$ cat src/rtl/gbs_pkg.sv
// Shared types for the gate drive bridge sequencer.
// Assumes: nothing beyond IEEE 1800-2017.
package gbs_pkg;

    // Bridge sequencing states (one hand-over gap per diagonal change).
    typedef enum logic [2:0] {
        ST_IDLE    = 3'd0,
        ST_GAP_ON  = 3'd1,
        ST_ON      = 3'd2,
        ST_GAP_OFF = 3'd3,
        ST_TOFF    = 3'd4,
        ST_GAP_FLT = 3'd5,
        ST_FAULT   = 3'd6
    } bridge_st_t;

    // Status codes reported on phase_code.
    localparam logic [1:0] PH_IDLE  = 2'd0;
    localparam logic [1:0] PH_ON    = 2'd1;
    localparam logic [1:0] PH_TOFF  = 2'd2;
    localparam logic [1:0] PH_FAULT = 2'd3;

    // Four switch enables of the bridge.
    typedef struct packed {
        logic a_hi;
        logic a_lo;
        logic b_hi;
        logic b_lo;
    } sw_en_t;

    // Switch pattern for each state.
    function automatic sw_en_t sw_of(input bridge_st_t st);
        sw_en_t s;
        s = '0;
        unique case (st)
            ST_IDLE, ST_FAULT: s.a_lo = 1'b1;
            ST_ON:             begin s.a_hi = 1'b1; s.b_lo = 1'b1; end
            ST_TOFF:           begin s.a_lo = 1'b1; s.b_hi = 1'b1; end
            default:           s = '0;
        endcase
        return s;
    endfunction

    // Status code for each state.
    function automatic logic [1:0] ph_of(input bridge_st_t st);
        logic [1:0] p;
        unique case (st)
            ST_IDLE:                p = PH_IDLE;
            ST_GAP_ON, ST_ON:       p = PH_ON;
            ST_GAP_OFF, ST_TOFF:    p = PH_TOFF;
            default:                p = PH_FAULT;
        endcase
        return p;
    endfunction

endpackage

$ cat src/rtl/gbs_trig_cond.sv
// Trigger conditioner: multi-flop synchronizer followed by a glitch filter.
// The filtered level follows the synchronized level only after the latter
// has differed from it for filt_len+1 consecutive cycles.
// Assumes: trig_raw is asynchronous; SYNC_STAGES >= 2.
module gbs_trig_cond #(
    parameter int SYNC_STAGES = 2,
    parameter int FILT_W      = 4
) (
    input  logic              clk,
    input  logic              rst_n,
    input  logic              trig_raw,
    input  logic [FILT_W-1:0] filt_len,
    output logic              trig_clean
);

    logic [SYNC_STAGES-1:0] sync_q;
    logic                   sync_lvl;
    logic [FILT_W-1:0]      run_cnt;

    assign sync_lvl = sync_q[SYNC_STAGES-1];

    // Shift the raw trigger through the synchronizer chain.
    always_ff @(posedge clk) begin
        if (!rst_n) sync_q <= '0;
        else        sync_q <= {sync_q[SYNC_STAGES-2:0], trig_raw};
    end

    // Count how long the synchronized level disagrees; accept after filt_len+1.
    always_ff @(posedge clk) begin
        if (!rst_n) begin
            trig_clean <= 1'b0;
            run_cnt    <= '0;
        end else if (sync_lvl == trig_clean) begin
            run_cnt <= '0;
        end else if (run_cnt >= filt_len) begin
            trig_clean <= sync_lvl;
            run_cnt    <= '0;
        end else begin
            run_cnt <= run_cnt + 1'b1;
        end
    end

    // the filtered level only ever moves to the synchronized level.
    p_filt_agree_r2: assert property (@(posedge clk) disable iff (!rst_n)
        (trig_clean != $past(trig_clean)) |-> (trig_clean == $past(sync_lvl)));

endmodule

$ cat src/rtl/gbs_edge_delay.sv
// Asymmetric edge delay: the output follows the input level after rise_dly
// cycles for a rising change and fall_dly cycles for a falling change,
// measured from one cycle after the input changes. A change that reverts
// before its delay expires is dropped.
// Assumes: delays are stable while a change is pending.
module gbs_edge_delay #(
    parameter int DLY_W = 16
) (
    input  logic             clk,
    input  logic             rst_n,
    input  logic             lvl_in,
    input  logic [DLY_W-1:0] rise_dly,
    input  logic [DLY_W-1:0] fall_dly,
    output logic             lvl_out
);

    logic [DLY_W-1:0] wait_cnt;
    logic [DLY_W-1:0] target;

    // Pick the delay matching the direction of the pending change.
    always_comb target = lvl_in ? rise_dly : fall_dly;

    // Count cycles of disagreement and move the output when the target is met.
    always_ff @(posedge clk) begin
        if (!rst_n) begin
            lvl_out  <= 1'b0;
            wait_cnt <= '0;
        end else if (lvl_in == lvl_out) begin
            wait_cnt <= '0;
        end else if (wait_cnt == target) begin
            lvl_out  <= lvl_in;
            wait_cnt <= '0;
        end else begin
            wait_cnt <= wait_cnt + 1'b1;
        end
    end

    // the delayed level only moves to the undelayed level.
    p_dly_agree_r3: assert property (@(posedge clk) disable iff (!rst_n)
        (lvl_out != $past(lvl_out)) |-> (lvl_out == $past(lvl_in)));

endmodule

$ cat src/rtl/gbs_bridge_fsm.sv
// Bridge phase sequencer: walks idle -> gap -> on -> gap -> turn-off pulse
// -> idle on the delayed trigger, with a fault path through a gap into a
// latched bias-only state. Enables are decoded from the state register.
// Assumes: fault_in and fault_clr are synchronous to clk.
module gbs_bridge_fsm
    import gbs_pkg::*;
#(
    parameter int DLY_W  = 16,
    parameter int DEAD_W = 8
) (
    input  logic              clk,
    input  logic              rst_n,
    input  logic              trig_dly,
    input  logic              trig_clean,
    input  logic              fault_in,
    input  logic              fault_clr,
    input  logic [DEAD_W-1:0] dead_len,
    input  logic [DLY_W-1:0]  off_len,
    output sw_en_t            sw,
    output logic [1:0]        phase
);

    bridge_st_t        st_q, st_nx;
    logic [DEAD_W-1:0] gap_cnt;
    logic [DLY_W-1:0]  toff_cnt;
    logic              fault_lat;
    logic              fault_now;
    logic              gap_done;
    logic              toff_done;
    logic              in_gap;

    assign fault_now = fault_in | fault_lat;
    assign gap_done  = (gap_cnt == dead_len);
    assign toff_done = (toff_cnt == off_len);
    assign in_gap    = (st_q == ST_GAP_ON) || (st_q == ST_GAP_OFF) ||
                       (st_q == ST_GAP_FLT);

    // Next-state selection; fault takes precedence over trigger.
    always_comb begin
        st_nx = st_q;
        unique case (st_q)
            ST_IDLE:    if (fault_now) st_nx = ST_FAULT;
                        else if (trig_dly) st_nx = ST_GAP_ON;
            ST_GAP_ON:  if (fault_now) st_nx = ST_FAULT;
                        else if (gap_done) st_nx = ST_ON;
            ST_ON:      if (fault_now) st_nx = ST_GAP_FLT;
                        else if (!trig_dly) st_nx = ST_GAP_OFF;
            ST_GAP_OFF: if (fault_now) st_nx = ST_GAP_FLT;
                        else if (gap_done) st_nx = ST_TOFF;
            ST_TOFF:    if (fault_now) st_nx = ST_FAULT;
                        else if (toff_done) st_nx = ST_IDLE;
            ST_GAP_FLT: if (gap_done) st_nx = ST_FAULT;
            ST_FAULT:   if (!fault_now && !trig_dly) st_nx = ST_IDLE;
            default:    st_nx = ST_FAULT;
        endcase
    end

    // State register.
    always_ff @(posedge clk) begin
        if (!rst_n) st_q <= ST_IDLE;
        else        st_q <= st_nx;
    end

    // Dead-time counter, restarted on every state change.
    always_ff @(posedge clk) begin
        if (!rst_n || st_nx != st_q) gap_cnt <= '0;
        else if (in_gap)             gap_cnt <= gap_cnt + 1'b1;
    end

    // Turn-off pulse length counter, restarted on every state change.
    always_ff @(posedge clk) begin
        if (!rst_n || st_nx != st_q) toff_cnt <= '0;
        else if (st_q == ST_TOFF)    toff_cnt <= toff_cnt + 1'b1;
    end

    // Fault latch: set by the interlock, cleared only with the trigger low.
    always_ff @(posedge clk) begin
        if (!rst_n)                                     fault_lat <= 1'b0;
        else if (fault_in)                              fault_lat <= 1'b1;
        else if (fault_clr && !trig_clean)              fault_lat <= 1'b0;
    end

    // Decode enables and status from the state.
    always_comb begin
        sw    = sw_of(st_q);
        phase = ph_of(st_q);
    end

    // no leg ever has both switches enabled.
    p_leg_a_excl_r6: assert property (@(posedge clk) disable iff (!rst_n)
        !(sw.a_hi && sw.a_lo));
    p_leg_b_excl_r6: assert property (@(posedge clk) disable iff (!rst_n)
        !(sw.b_hi && sw.b_lo));
    // turn-on diagonal only closes after a cycle with leg A low open.
    p_gap_before_on_r6: assert property (@(posedge clk) disable iff (!rst_n)
        $rose(sw.a_hi) |-> !$past(sw.a_lo));
    // turn-off switch only closes after the turn-on diagonal is open.
    p_gap_before_off_r6: assert property (@(posedge clk) disable iff (!rst_n)
        $rose(sw.b_hi) |-> (!$past(sw.b_lo) && !$past(sw.a_hi)));
    // when the turn-off pulse ends, bias stays applied.
    p_toff_end_bias_r5: assert property (@(posedge clk) disable iff (!rst_n)
        $fell(sw.b_hi) |-> sw.a_lo);
    // a fault opens every switch but the bias return on the next cycle.
    p_fault_safe_r8: assert property (@(posedge clk) disable iff (!rst_n)
        fault_in |=> (!sw.a_hi && !sw.b_hi && !sw.b_lo));
    // the latch only releases on a clear taken with the trigger low.
    p_clear_guard_r9: assert property (@(posedge clk) disable iff (!rst_n)
        $fell(fault_lat) |-> ($past(fault_clr) && !$past(trig_clean)));

endmodule

$ cat src/rtl/gate_bridge_seq.sv
// Gate drive bridge sequencer top: conditions the trigger, applies the
// asymmetric edge delays and drives the four bridge enables.
// Assumes: fault_in/fault_clr synchronous; trig_in asynchronous.
module gate_bridge_seq #(
    parameter int SYNC_STAGES = 2,
    parameter int FILT_W      = 4,
    parameter int DLY_W       = 16,
    parameter int DEAD_W      = 8
) (
    input  logic              clk,
    input  logic              rst_n,
    input  logic              trig_in,
    input  logic              fault_in,
    input  logic              fault_clr,
    input  logic [FILT_W-1:0] filt_len,
    input  logic [DLY_W-1:0]  rise_dly,
    input  logic [DLY_W-1:0]  fall_dly,
    input  logic [DEAD_W-1:0] dead_len,
    input  logic [DLY_W-1:0]  off_len,
    output logic              drv_a_hi,
    output logic              drv_a_lo,
    output logic              drv_b_hi,
    output logic              drv_b_lo,
    output logic [1:0]        phase_code
);

    import gbs_pkg::*;

    logic   trig_clean;
    logic   trig_dly;
    sw_en_t sw;

    gbs_trig_cond #(
        .SYNC_STAGES (SYNC_STAGES),
        .FILT_W      (FILT_W)
    ) u_cond (
        .clk        (clk),
        .rst_n      (rst_n),
        .trig_raw   (trig_in),
        .filt_len   (filt_len),
        .trig_clean (trig_clean)
    );

    gbs_edge_delay #(
        .DLY_W (DLY_W)
    ) u_delay (
        .clk      (clk),
        .rst_n    (rst_n),
        .lvl_in   (trig_clean),
        .rise_dly (rise_dly),
        .fall_dly (fall_dly),
        .lvl_out  (trig_dly)
    );

    gbs_bridge_fsm #(
        .DLY_W  (DLY_W),
        .DEAD_W (DEAD_W)
    ) u_fsm (
        .clk        (clk),
        .rst_n      (rst_n),
        .trig_dly   (trig_dly),
        .trig_clean (trig_clean),
        .fault_in   (fault_in),
        .fault_clr  (fault_clr),
        .dead_len   (dead_len),
        .off_len    (off_len),
        .sw         (sw),
        .phase      (phase_code)
    );

    // Break the enable struct out onto the ports.
    always_comb begin
        drv_a_hi = sw.a_hi;
        drv_a_lo = sw.a_lo;
        drv_b_hi = sw.b_hi;
        drv_b_lo = sw.b_lo;
    end

endmodule

$ cat config.mk
export PLATFORM = sky130hd
export DESIGN_NAME = gate_bridge_seq
export DESIGN_NICKNAME = d
export VERILOG_FILES = /design/src/rtl/gbs_pkg.sv /design/src/rtl/gbs_trig_cond.sv /design/src/rtl/gbs_edge_delay.sv /design/src/rtl/gbs_bridge_fsm.sv /design/src/rtl/gate_bridge_seq.sv
export SDC_FILE = /design/constraint.sdc
export NUM_CORES = 1
export LEC_CHECK = 0
export BUFFER_PORTS_ARGS = -buffer_cell sky130_fd_sc_hd__buf_2
export CAP_MARGIN = 20
export CORE_AREA = 2 2 91 93
export CTS_BUF_LIST = sky130_fd_sc_hd__clkbuf_4
export DETAILED_ROUTE_END_ITERATION = 8
export DIE_AREA = 0 0 93 95
export GPL_ROUTABILITY_DRIVEN = 0
export GPL_TIMING_DRIVEN = 0
export HOLD_SLACK_MARGIN = 0.1
export SYNTH_ARGS = -nofsm -noshare
export SYNTH_HDL_FRONTEND = slang
export SYNTH_SLANG_ARGS = --single-unit
$ cat constraint.sdc
create_clock -name clk -period 2.6 [get_ports clk]
set_input_delay 0.52 -clock clk [delete_from_list [all_inputs] [get_ports clk]]
set_output_delay 0.52 -clock clk [all_outputs]
set_load 0.005 [all_outputs]
==> impl_metrics.py, run 1 <==
metrics = {
    "worst_hold_path": {
        "hold_path_class": "input pin to flop",
    },
    "detailed_routing": {
        "drt_first_pass_iters": 4,
        "wl_um": 6470,
        "drtIter0Drc": 119,
        "vias": 2584,
        "drt-wirelength-per-cell_um": 12.1,
        "antenna_left": 0,
        "drc": 0,
        "vias_per_cell": 4.85,
    },
    "critical_path": {
        "cp_top_family": "buffers and inverters",
        "required_ns": 2.08,
        "path_cells": "buf_4, clkbuf_1, nor3_1, buf_4, buf_2",
        "worstSetupStartpoint": "u_fsm.st_q[0]$_SDFF_PN0_",
        "cp_max_fo": 10,
        "cp_slowest_cell": "nor3_1",
        "r2r_slack_ns": 0.44,
        "cp_num_cells": 5,
        "r2r-start": "u_cond.trig_clean$_SDFFE_PN0P_",
        "cpMostUsedCell": "buf_4",
        "criticalPathCategory": "flop to primary output",
        "worstSetupStartpointType": "flop",
        "reg2reg_to": "u_delay.wait_cnt[10]$_SDFF_PP0_",
        "critPathMaxStageDelay_ns": 0.36,
        "crit_end": "drv_b_lo",
        "crit_buf_inv": 4,
        "rr_worst_depth": 8,
        "crit_arrival_ns": 1.69,
        "cp-end-kind": "primary output",
    },
    "grt": {
        "grt_pass1_vias": 2382,
        "antenna_found_initial": 0,
        "grt_pass1_wl_um": 10900,
        "grt_max_degree": 15,
        "track_usage_pct": 15.4,
        "grt_overflow": 0,
    },
    "sta": {
        "finalSetupTns_ns": 0,
        "maxSlewViolCount": 0,
        "max_slew.worst_pin.slew_ns": 0.472,
        "setup_viol": 0,
        "timing.hold.ws_ns": 0.391,
        "relSlewSlack_pct": 68.5,
        "fmax_mhz": 453,
        "rsz0062_at_grt": "no",
        "finalCritPeriodShare_pct": 84.8,
        "hold_viol_final": 0,
        "finalCriticalPeriod_ns": 2.21,
        "fin_skew_ns": 0.0163,
    },
    "layout": {
        "final_area_um2": 3610,
        "diodes": 0,
        "syn_to_final_growth_pct": 17.8,
        "final_common_cell": "buf_2",
        "final_layout_size_suffix_gt1_share_pct": 21.0,
        "fillers": 837,
        "final_cells": 533,
        "fin_nets": 502,
        "final_cell_mix": "buf_2 (72), xnor2_1 (57), nor2_1 (56)",
    },
    "logic_synthesis": {
        "ys_async_sr_fraction_pct": 0,
        "ys_warn_count": 0,
        "yosys_register_bits": 52,
        "ys_types": 40,
        "seq_area_frac_synth_pct": 34.0,
        "netlist_area_um2": 3060,
        "synthCells": 353,
        "synth_top_area_cell": "dfxtp_1",
        "synthFlopType": "dfxtp_1",
        "synth.top_cell.area_share_pct": 34.0,
        "synth-edff-count": 0,
        "synthTopCellsByArea": "dfxtp_1 (34%), xnor2_1 (16%), nor2_1 (6.9%), xor2_1 (6.6%), mux2i_1 (6.5%)",
        "synth.avg_cell_area_um2": 8.67,
        "synthesis.nets": 426,
    },
    "clocking": {
        "cts-resized-gates": 0,
        "cts_tree": "yes",
        "clockBufferDepth": 2,
        "cts_made_buffers": 5,
        "cts.sinks": 52,
        "clk_pin_slew_ns": 0.13,
        "h-tree-depth": 2,
        "cts_hold_buf": 0,
        "insertion_delay_ns": 0.37,
        "post_cts_buffers": 0,
        "cts-root-buf": "clkbuf_4",
    },
    "floorplan": {
        "die_w_um": 93,
        "dieArea_um2": 8840,
        "rows": 33,
        "coreArea_um2": 7930,
        "ios": 71,
        "start_util_pct": 38.6,
        "die_y_um": 95,
    },
    "job": {
        "max_cap_viol_count": 0,
    },
    "placement": {
        "placed_cells": 528,
        "place.port_buffers": 70,
        "place_area_um2": 3540,
        "hpwl_um": 5080,
    },
    "run_status": {
        "status": "completed",
    },
    "power": {
        "power-per-cell-area_nw_per_um2": 416,
        "p_leak_nw": 1.35,
        "peakVddDrop_mv": 0.183,
    },
}
-- state kept, by name, summed over array words and instances, names as in the netlist --
name,count
u_fsm.gap_cnt,8
u_cond.trig_clean,1
u_fsm.st_q,3
u_cond.sync_q,2
u_fsm.fault_lat,1
u_fsm.toff_cnt,16
u_delay.lvl_out,1
u_delay.wait_cnt,16
u_cond.run_cnt,4
-- metal layers --
layer | GRT usage (%) | wire length [um] | vias to the layer above
met5 | 0 | 0 | -
met4 | 3.55 | 63 | 0
met3 | 3.59 | 355 | 6
met2 | 25.0 | 2940 | 63
met1 | 21.0 | 3110 | 1175
li1 | - | - | 1340
-- cell type report --
cell class	instances	area, um2	area share, %
clock inverter	1	30.0	0.832
inverter	10	37.5	1.04
sequential	52	1040	28.9
buffer	14	88.8	2.46
multi-input combinational	276	1890	52.4
tap	105	131	3.64
clock buffer	5	37.5	1.04
timing repair buffer	70	350	9.71
-- cell families (layout without fill, tap and decap cells) --
family          count (synthesis)  in the layout  share of synthesized area, %
flops                          52             52                          34.0
mux                            20             20                          6.54
compound gates                 26             26                          6.05
xor+xnor                       80             80                          22.9
simple gates                  142            142                          23.0
fa+ha+maj                       8              8                          3.27
buf+inv                        25            100                          4.25
-- report_power, final --
part           internal [mW]  total, mW  switching, mW
Sequential             0.806      0.814        0.00803
Clock                  0.193      0.440          0.247
Combinational          0.122      0.246          0.124
Total                   1.12       1.50          0.378
-- worst min path at each step --
stage	cells after the start	startpoint	end	slack, ns
floorplan	1	u_cond.sync_q[0]$_SDFF_PN0_	u_cond.sync_q[1]$_SDFF_PN0_	0.41
global placement	1	u_cond.sync_q[0]$_SDFF_PN0_	u_cond.sync_q[1]$_SDFF_PN0_	0.42
detailed placement	1	u_cond.sync_q[0]$_SDFF_PN0_	u_cond.sync_q[1]$_SDFF_PN0_	0.42
CTS	2	trig_in	u_cond.sync_q[0]$_SDFF_PN0_	0.38
global route	2	trig_in	u_cond.sync_q[0]$_SDFF_PN0_	0.38
finish	2	trig_in	u_cond.sync_q[0]$_SDFF_PN0_	0.39
-- worst register-to-register path, cell delays in order (launching register included) --
cell and delay (ns):
dfxtp_1 0.40, buf_2 0.30, mux2i_1 0.30, xnor2_1 0.11, nor4_1 0.26, nand4_1 0.25
nand3_2 0.24, buf_6 0.16, nor2_1 0.05
-- Yosys cell counts (2+ instances only) --
cell	count
a21o_1	4
a21oi_1	4
a31oi_1	2
and2_1	6
and3_1	9
buf_2	2
buf_4	5
buf_6	2
clkbuf_1	6
dfxtp_1	52
ha_1	8
inv_1	10
mux2i_1	20
nand2_1	15
nand2b_1	2
nand3_1	15
nand3_2	2
nand4_1	16
nor2_1	56
nor2b_1	3
nor3_1	9
nor4_1	4
o21ai_0	4
o31ai_1	3
xnor2_1	57
xor2_1	23
-- through the flow --
stage	utilization (%)	worst slack, ns	total power, mW
2_1_floorplan	-	0.813	0.983
3_3_place_gp	44.7	0.401	1.08
3_5_place_dp	44.7	0.342	1.08
4_1_cts	45.5	0.180	1.52
5_1_grt	45.5	0.240	1.58
6_report	45.5	0.394	1.50
Note: power is estimated with default switching activity, not from simulation.
==> run 2: changes to the inputs <==
==> constraint.sdc (replaced) <==
create_clock -name clk -period 2.3 [get_ports clk]
set_input_delay 0.46 -clock clk [delete_from_list [all_inputs] [get_ports clk]]
set_output_delay 0.46 -clock clk [all_outputs]
set_load 0.005 [all_outputs]
==> run 2 against run 1 <==
Non-clock buffer count unchanged. Clock skew about the same. Clock power rose by 13%. Cell area unchanged. Critical endpoint is now u_delay.wait_cnt[10]$_SDFF_PP0_. Die area did not move. Final cell count is the same.
==> impl_metrics.py, run 2 (synthesis results as in run 1) <==
metrics = {
    "power": {
        "power.internal_mw": 1.27,
        "power-per-cell-area_nw_per_um2": 470,
        "netSwitchingFraction_pct": 25.2,
        "pwr-share-comb_pct": 16.4,
        "p_clk_share_pct": 29.3,
        "p_sw_mw": 0.427,
        "p_leak_nw": 1.35,
        "peakVddDrop_mv": 0.207,
        "pwr-share-seq_pct": 54.3,
    },
    "detailed_routing": {
        "wl_um": 6480,
        "drtIter0Drc": 106,
        "vias": 2589,
        "drt_first_pass_iters": 4,
        "drc": 0,
        "drt-wirelength-per-cell_um": 12.2,
        "vias_per_cell": 4.86,
        "antenna_left": 0,
    },
    "sta": {
        "relSlewSlack_pct": 68.8,
        "fin_skew_ns": 0.0165,
        "postLayoutSetupSlackWorst_ns": 0.136,
        "rsz0062_at_grt": "no",
        "finalCriticalPeriod_ns": 2.16,
        "maxSlewViolCount": 0,
        "max_slew.worst_pin.slew_ns": 0.467,
        "finalCritPeriodShare_pct": 94.1,
        "hold_viol_final": 0,
        "fmax_mhz": 462,
        "finalSetupTns_ns": 0,
        "setup_viol": 0,
    },
    "worst_hold_path": {
        "min_path_cells": 2,
        "hold_path_class": "input pin to flop",
        "holdPathEnd": "u_cond.sync_q[0]$_SDFF_PN0_",
        "min-delay-start": "trig_in",
    },
    "grt": {
        "track_usage_pct": 15.4,
        "grt_overflow": 0,
        "grt_pass1_vias": 2377,
        "grt_pass1_wl_um": 10900,
        "antenna_found_initial": 0,
        "grt_max_degree": 18,
    },
    "run_status": {
        "status": "completed",
    },
    "critical_path": {
        "r2r-start": "u_cond.trig_clean$_SDFFE_PN0P_",
        "criticalPathCategory": "flop to flop",
        "r2r_slack_ns": 0.14,
        "cp-end-kind": "flop",
        "worstSetupStartpointType": "flop",
        "path_cells": "buf_2, mux2i_1, xnor2_1, nor4_1, nand4_1, nand3_2, buf_6, nor2_1",
        "cp_slowest_cell": "dfxtp_1",
        "rr_worst_depth": 8,
        "cp_max_fo": 10,
        "critPathMaxStageDelay_ns": 0.40,
        "required_ns": 2.58,
        "crit_arrival_ns": 2.44,
        "reg2reg_to": "u_delay.wait_cnt[10]$_SDFF_PP0_",
        "cp_num_cells": 8,
        "cp_top_family": "simple AND/OR/NAND/NOR gates",
        "crit_buf_inv": 2,
    },
    "job": {
        "max_cap_viol_count": 0,
    },
    "clocking": {
        "post_cts_buffers": 0,
        "cts_hold_buf": 0,
        "insertion_delay_ns": 0.37,
        "cts.sinks": 52,
        "cts_made_buffers": 5,
        "clk_pin_slew_ns": 0.14,
        "h-tree-depth": 2,
        "clockBufferDepth": 2,
        "cts-resized-gates": 0,
        "cts-root-buf": "clkbuf_4",
        "cts_tree": "yes",
    },
    "layout": {
        "syn_to_final_growth_pct": 17.8,
        "top_regs": "u_delay.wait_cnt (16), u_fsm.toff_cnt (16), u_fsm.gap_cnt (8)",
        "final_cell_mix": "buf_2 (72), xnor2_1 (57), nor2_1 (56)",
        "final_common_cell": "buf_2",
        "fin_nets": 502,
        "final_layout_size_suffix_gt1_share_pct": 21.0,
        "diodes": 0,
        "final_cells": 533,
    },
    "floorplan": {
        "dieArea_um2": 8840,
        "rows": 33,
        "ios": 71,
        "die_y_um": 95,
        "die_w_um": 93,
        "start_util_pct": 38.6,
        "coreArea_um2": 7930,
    },
    "placement": {
        "placed_cells": 528,
        "place.port_buffers": 70,
        "hpwl_um": 5080,
        "place_ws_ns": 0.102,
    },
}
[run 2: power groups by stage]
stage | Sequential (mW) | Combinational [mW] | Clock (mW)
floorplan | 0.938 | 0.174 | 0
global placement | 0.940 | 0.276 | 0
detailed placement | 0.940 | 0.280 | 0
CTS | 0.921 | 0.280 | 0.513
global route | 0.923 | 0.311 | 0.555
finish | 0.921 | 0.278 | 0.497
[run 2: area by class of cell]
cell class	count	area (um2)
Buffer	14	88.8
Clock buffer	5	37.5
Clock inverter	1	30.0
Fill cell	837	4320
Inverter	10	37.5
Multi-Input combinational cell	276	1890
Sequential cell	52	1040
Tap cell	105	131
Timing Repair Buffer	70	350
[run 2: stage by stage]
stage	util, %	hold WS (ns)	total power, mW	area, um2
3_5_place_dp	44.7	0.424	1.22	3540
5_1_grt	45.5	0.321	1.79	3610
4_1_cts	45.5	0.317	1.71	3610
3_3_place_gp	44.7	0.420	1.22	3540
6_report	45.5	0.330	1.70	3610
2_1_floorplan	-	0.412	1.11	3060
[run 2: worst max-delay path by stage]
stage	startpoint	end	slack [ns]
floorplan	filt_len[0]	u_cond.run_cnt[0]$_SDFF_PP0_	0.57
detailed placement	fault_in	u_fsm.toff_cnt[0]$_SDFFE_PP0P_	0.10
global route	u_fsm.st_q[0]$_SDFF_PN0_	drv_b_lo	0.0002
CTS	u_cond.trig_clean$_SDFFE_PN0P_	u_delay.wait_cnt[8]$_SDFF_PP0_	0.11
global placement	u_cond.trig_clean$_SDFFE_PN0P_	u_delay.wait_cnt[9]$_SDFF_PP0_	0.12
finish	u_cond.trig_clean$_SDFFE_PN0P_	u_delay.wait_cnt[10]$_SDFF_PP0_	0.14
[run 2: per-layer routing]
| metal | up-vias | track usage [%] | part of all wire, % |
|---|---|---|---|
| li1 | 1343 | - | - |
| met1 | 1171 | 21.0 | 48 |
| met2 | 69 | 24.9 | 45 |
| met3 | 6 | 3.59 | 5.4 |
| met4 | 0 | 3.55 | 0.97 |
| met5 | - | 0 | 0 |
==> run 3: changes to the inputs <==
--- a/config.mk
+++ b/config.mk
@@ -7,13 +7,13 @@
 export LEC_CHECK = 0
 export BUFFER_PORTS_ARGS = -buffer_cell sky130_fd_sc_hd__buf_2
 export CAP_MARGIN = 20
-export CORE_AREA = 2 2 91 93
+export CORE_AREA = 2 2 87 89
 export CTS_BUF_LIST = sky130_fd_sc_hd__clkbuf_4
 export DETAILED_ROUTE_END_ITERATION = 8
-export DIE_AREA = 0 0 93 95
+export DIE_AREA = 0 0 89 91
 export GPL_ROUTABILITY_DRIVEN = 0
-export GPL_TIMING_DRIVEN = 0
 export HOLD_SLACK_MARGIN = 0.1
+export PLACE_DENSITY = 0.66
 export SYNTH_ARGS = -nofsm -noshare
 export SYNTH_HDL_FRONTEND = slang
 export SYNTH_SLANG_ARGS = --single-unit
==> run 3 against run 2 <==
Total power down 0.67%. Routed wire length down 3.8%. Critical path type is now flop to primary output. Fmax up 3.1%. Clock-buffer cell count unchanged. Largest cell class unchanged. Cell area down 0.87%. Clock power down 0.8%. Critical endpoint is now phase_code[0]. Sequential power up 2%.
==> impl_metrics.py, run 3 (synthesis results as in run 1) <==
metrics = {
    "run_status": {
        "status": "completed",
    },
    "floorplan": {
        "dieArea_um2": 8100,
        "rows": 31,
        "coreArea_um2": 7140,
        "die_y_um": 91,
        "start_util_pct": 42.9,
        "die_w_um": 89,
        "ios": 71,
    },
    "clocking": {
        "cts.sinks": 52,
        "cts-resized-gates": 0,
        "cts_tree": "yes",
        "h-tree-depth": 2,
        "post_cts_buffers": 0,
        "cts_hold_buf": 0,
        "clk_pin_slew_ns": 0.13,
        "cts_made_buffers": 5,
        "cts-root-buf": "clkbuf_4",
        "clockBufferDepth": 2,
        "insertion_delay_ns": 0.37,
    },
    "sta": {
        "setup_viol": 0,
        "hold_viol_final": 0,
        "finalSetupTns_ns": 0,
        "fin_skew_ns": 0.0102,
        "finalCriticalPeriod_ns": 2.10,
        "rsz0062_at_grt": "no",
        "maxSlewViolCount": 0,
        "fmax_mhz": 477,
        "relSlewSlack_pct": 56.6,
        "finalCritPeriodShare_pct": 91.2,
        "max_slew.worst_pin.slew_ns": 0.651,
        "timing.hold.ws_ns": 0.296,
    },
    "power": {
        "peakVddDrop_mv": 0.300,
        "p_total_mw": 1.68,
        "p_leak_nw": 1.34,
        "power-per-cell-area_nw_per_um2": 471,
    },
    "critical_path": {
        "cp-end-kind": "primary output",
        "cp_max_fo": 16,
        "criticalPathCategory": "flop to primary output",
        "worstSetupStartpoint": "u_fsm.st_q[2]$_SDFF_PN0_",
        "r2r-start": "u_fsm.st_q[0]$_SDFF_PN0_",
        "crit_arrival_ns": 1.64,
        "required_ns": 1.84,
        "worstSetupStartpointType": "flop",
    },
    "placement": {
        "hpwl_um": 4940,
        "place.port_buffers": 70,
        "place_area_um2": 3510,
    },
    "grt": {
        "grt_max_degree": 25,
        "track_usage_pct": 15.9,
        "antenna_found_initial": 0,
        "grt_overflow": 0,
        "grt_pass1_wl_um": 10500,
        "grt_pass1_vias": 2403,
    },
    "worst_hold_path": {
        "min-delay-start": "trig_in",
        "hold_path_class": "input pin to flop",
    },
    "detailed_routing": {
        "drtIter0Drc": 86,
        "antenna_left": 0,
        "drc": 0,
        "drt-wirelength-per-cell_um": 12.0,
        "vias_per_cell": 4.85,
        "wl_um": 6230,
        "drt_first_pass_iters": 4,
        "vias": 2521,
    },
    "layout": {
        "final_area_um2": 3580,
        "final_util_pct": 50.1,
        "diodes": 0,
        "top_regs": "u_delay.wait_cnt (16), u_fsm.toff_cnt (16), u_fsm.gap_cnt (8)",
        "final_layout_size_suffix_gt1_share_pct": 20.9,
        "final_cell_mix": "buf_2 (70), xnor2_1 (57), nor2_1 (56)",
        "fin_nets": 495,
        "final_common_cell": "buf_2",
        "syn_to_final_growth_pct": 16.8,
    },
    "job": {
        "max_cap_viol_count": 0,
    },
}
## run 3: changes by cell type in the layout (fill, tap and decap cells not counted), sizes merged
cell / before / now
clkbuf: 10 / 5
buf: 79 / 77
## run 3: worst paths after layout
path	endpoint	slack (ns)	depth (start not counted)
min reg2reg	u_cond.sync_q[1]$_SDFF_PN0_	0.45	1
min	u_cond.sync_q[0]$_SDFF_PN0_	0.30	2
max	phase_code[0]	0.20	3
max reg2reg	u_fsm.gap_cnt[3]$_SDFFE_PP0P_	0.32	6
## run 3: layout make-up
class | instances | area [um2]
clock buffer | 5 | 37.5
clock inverter | 1 | 30.0
fill | 721 | 3560
inverter | 10 | 37.5
multi-input combinational | 276 | 1890
sequential | 52 | 1040
tap | 99 | 124
timing repair buffer | 77 | 415
## run 3: critical path: stages, from the launching register on
cell and delay (ns):
dfxtp_1 0.63, and2b_1 0.28, a21oi_1 0.21, buf_2 0.16
## run 3: through the flow
step	cells	setup WS [ns]
6_report	520	0.202
5_1_grt	520	0.0183
4_1_cts	520	0.171
3_5_place_dp	514	0.237
3_3_place_gp	514	0.258
2_1_floorplan	353	0.573
## run 3: report_power, final
| part | total (mW) | internal, mW | switching [mW] |
|---|---|---|---|
| registers | 0.935 | 0.912 | 0.0232 |
| logic | 0.256 | 0.136 | 0.121 |
| clock network | 0.493 | 0.218 | 0.275 |
| total | 1.68 | 1.27 | 0.419 |
## run 3: metal layers
metal	track usage (%)	up-vias	share of wire, %
li1	-	1325	-
met1	21.9	1117	49
met2	25.4	72	45
met3	3.55	7	5.8
met4	3.11	0	0.91
met5	0	-	0
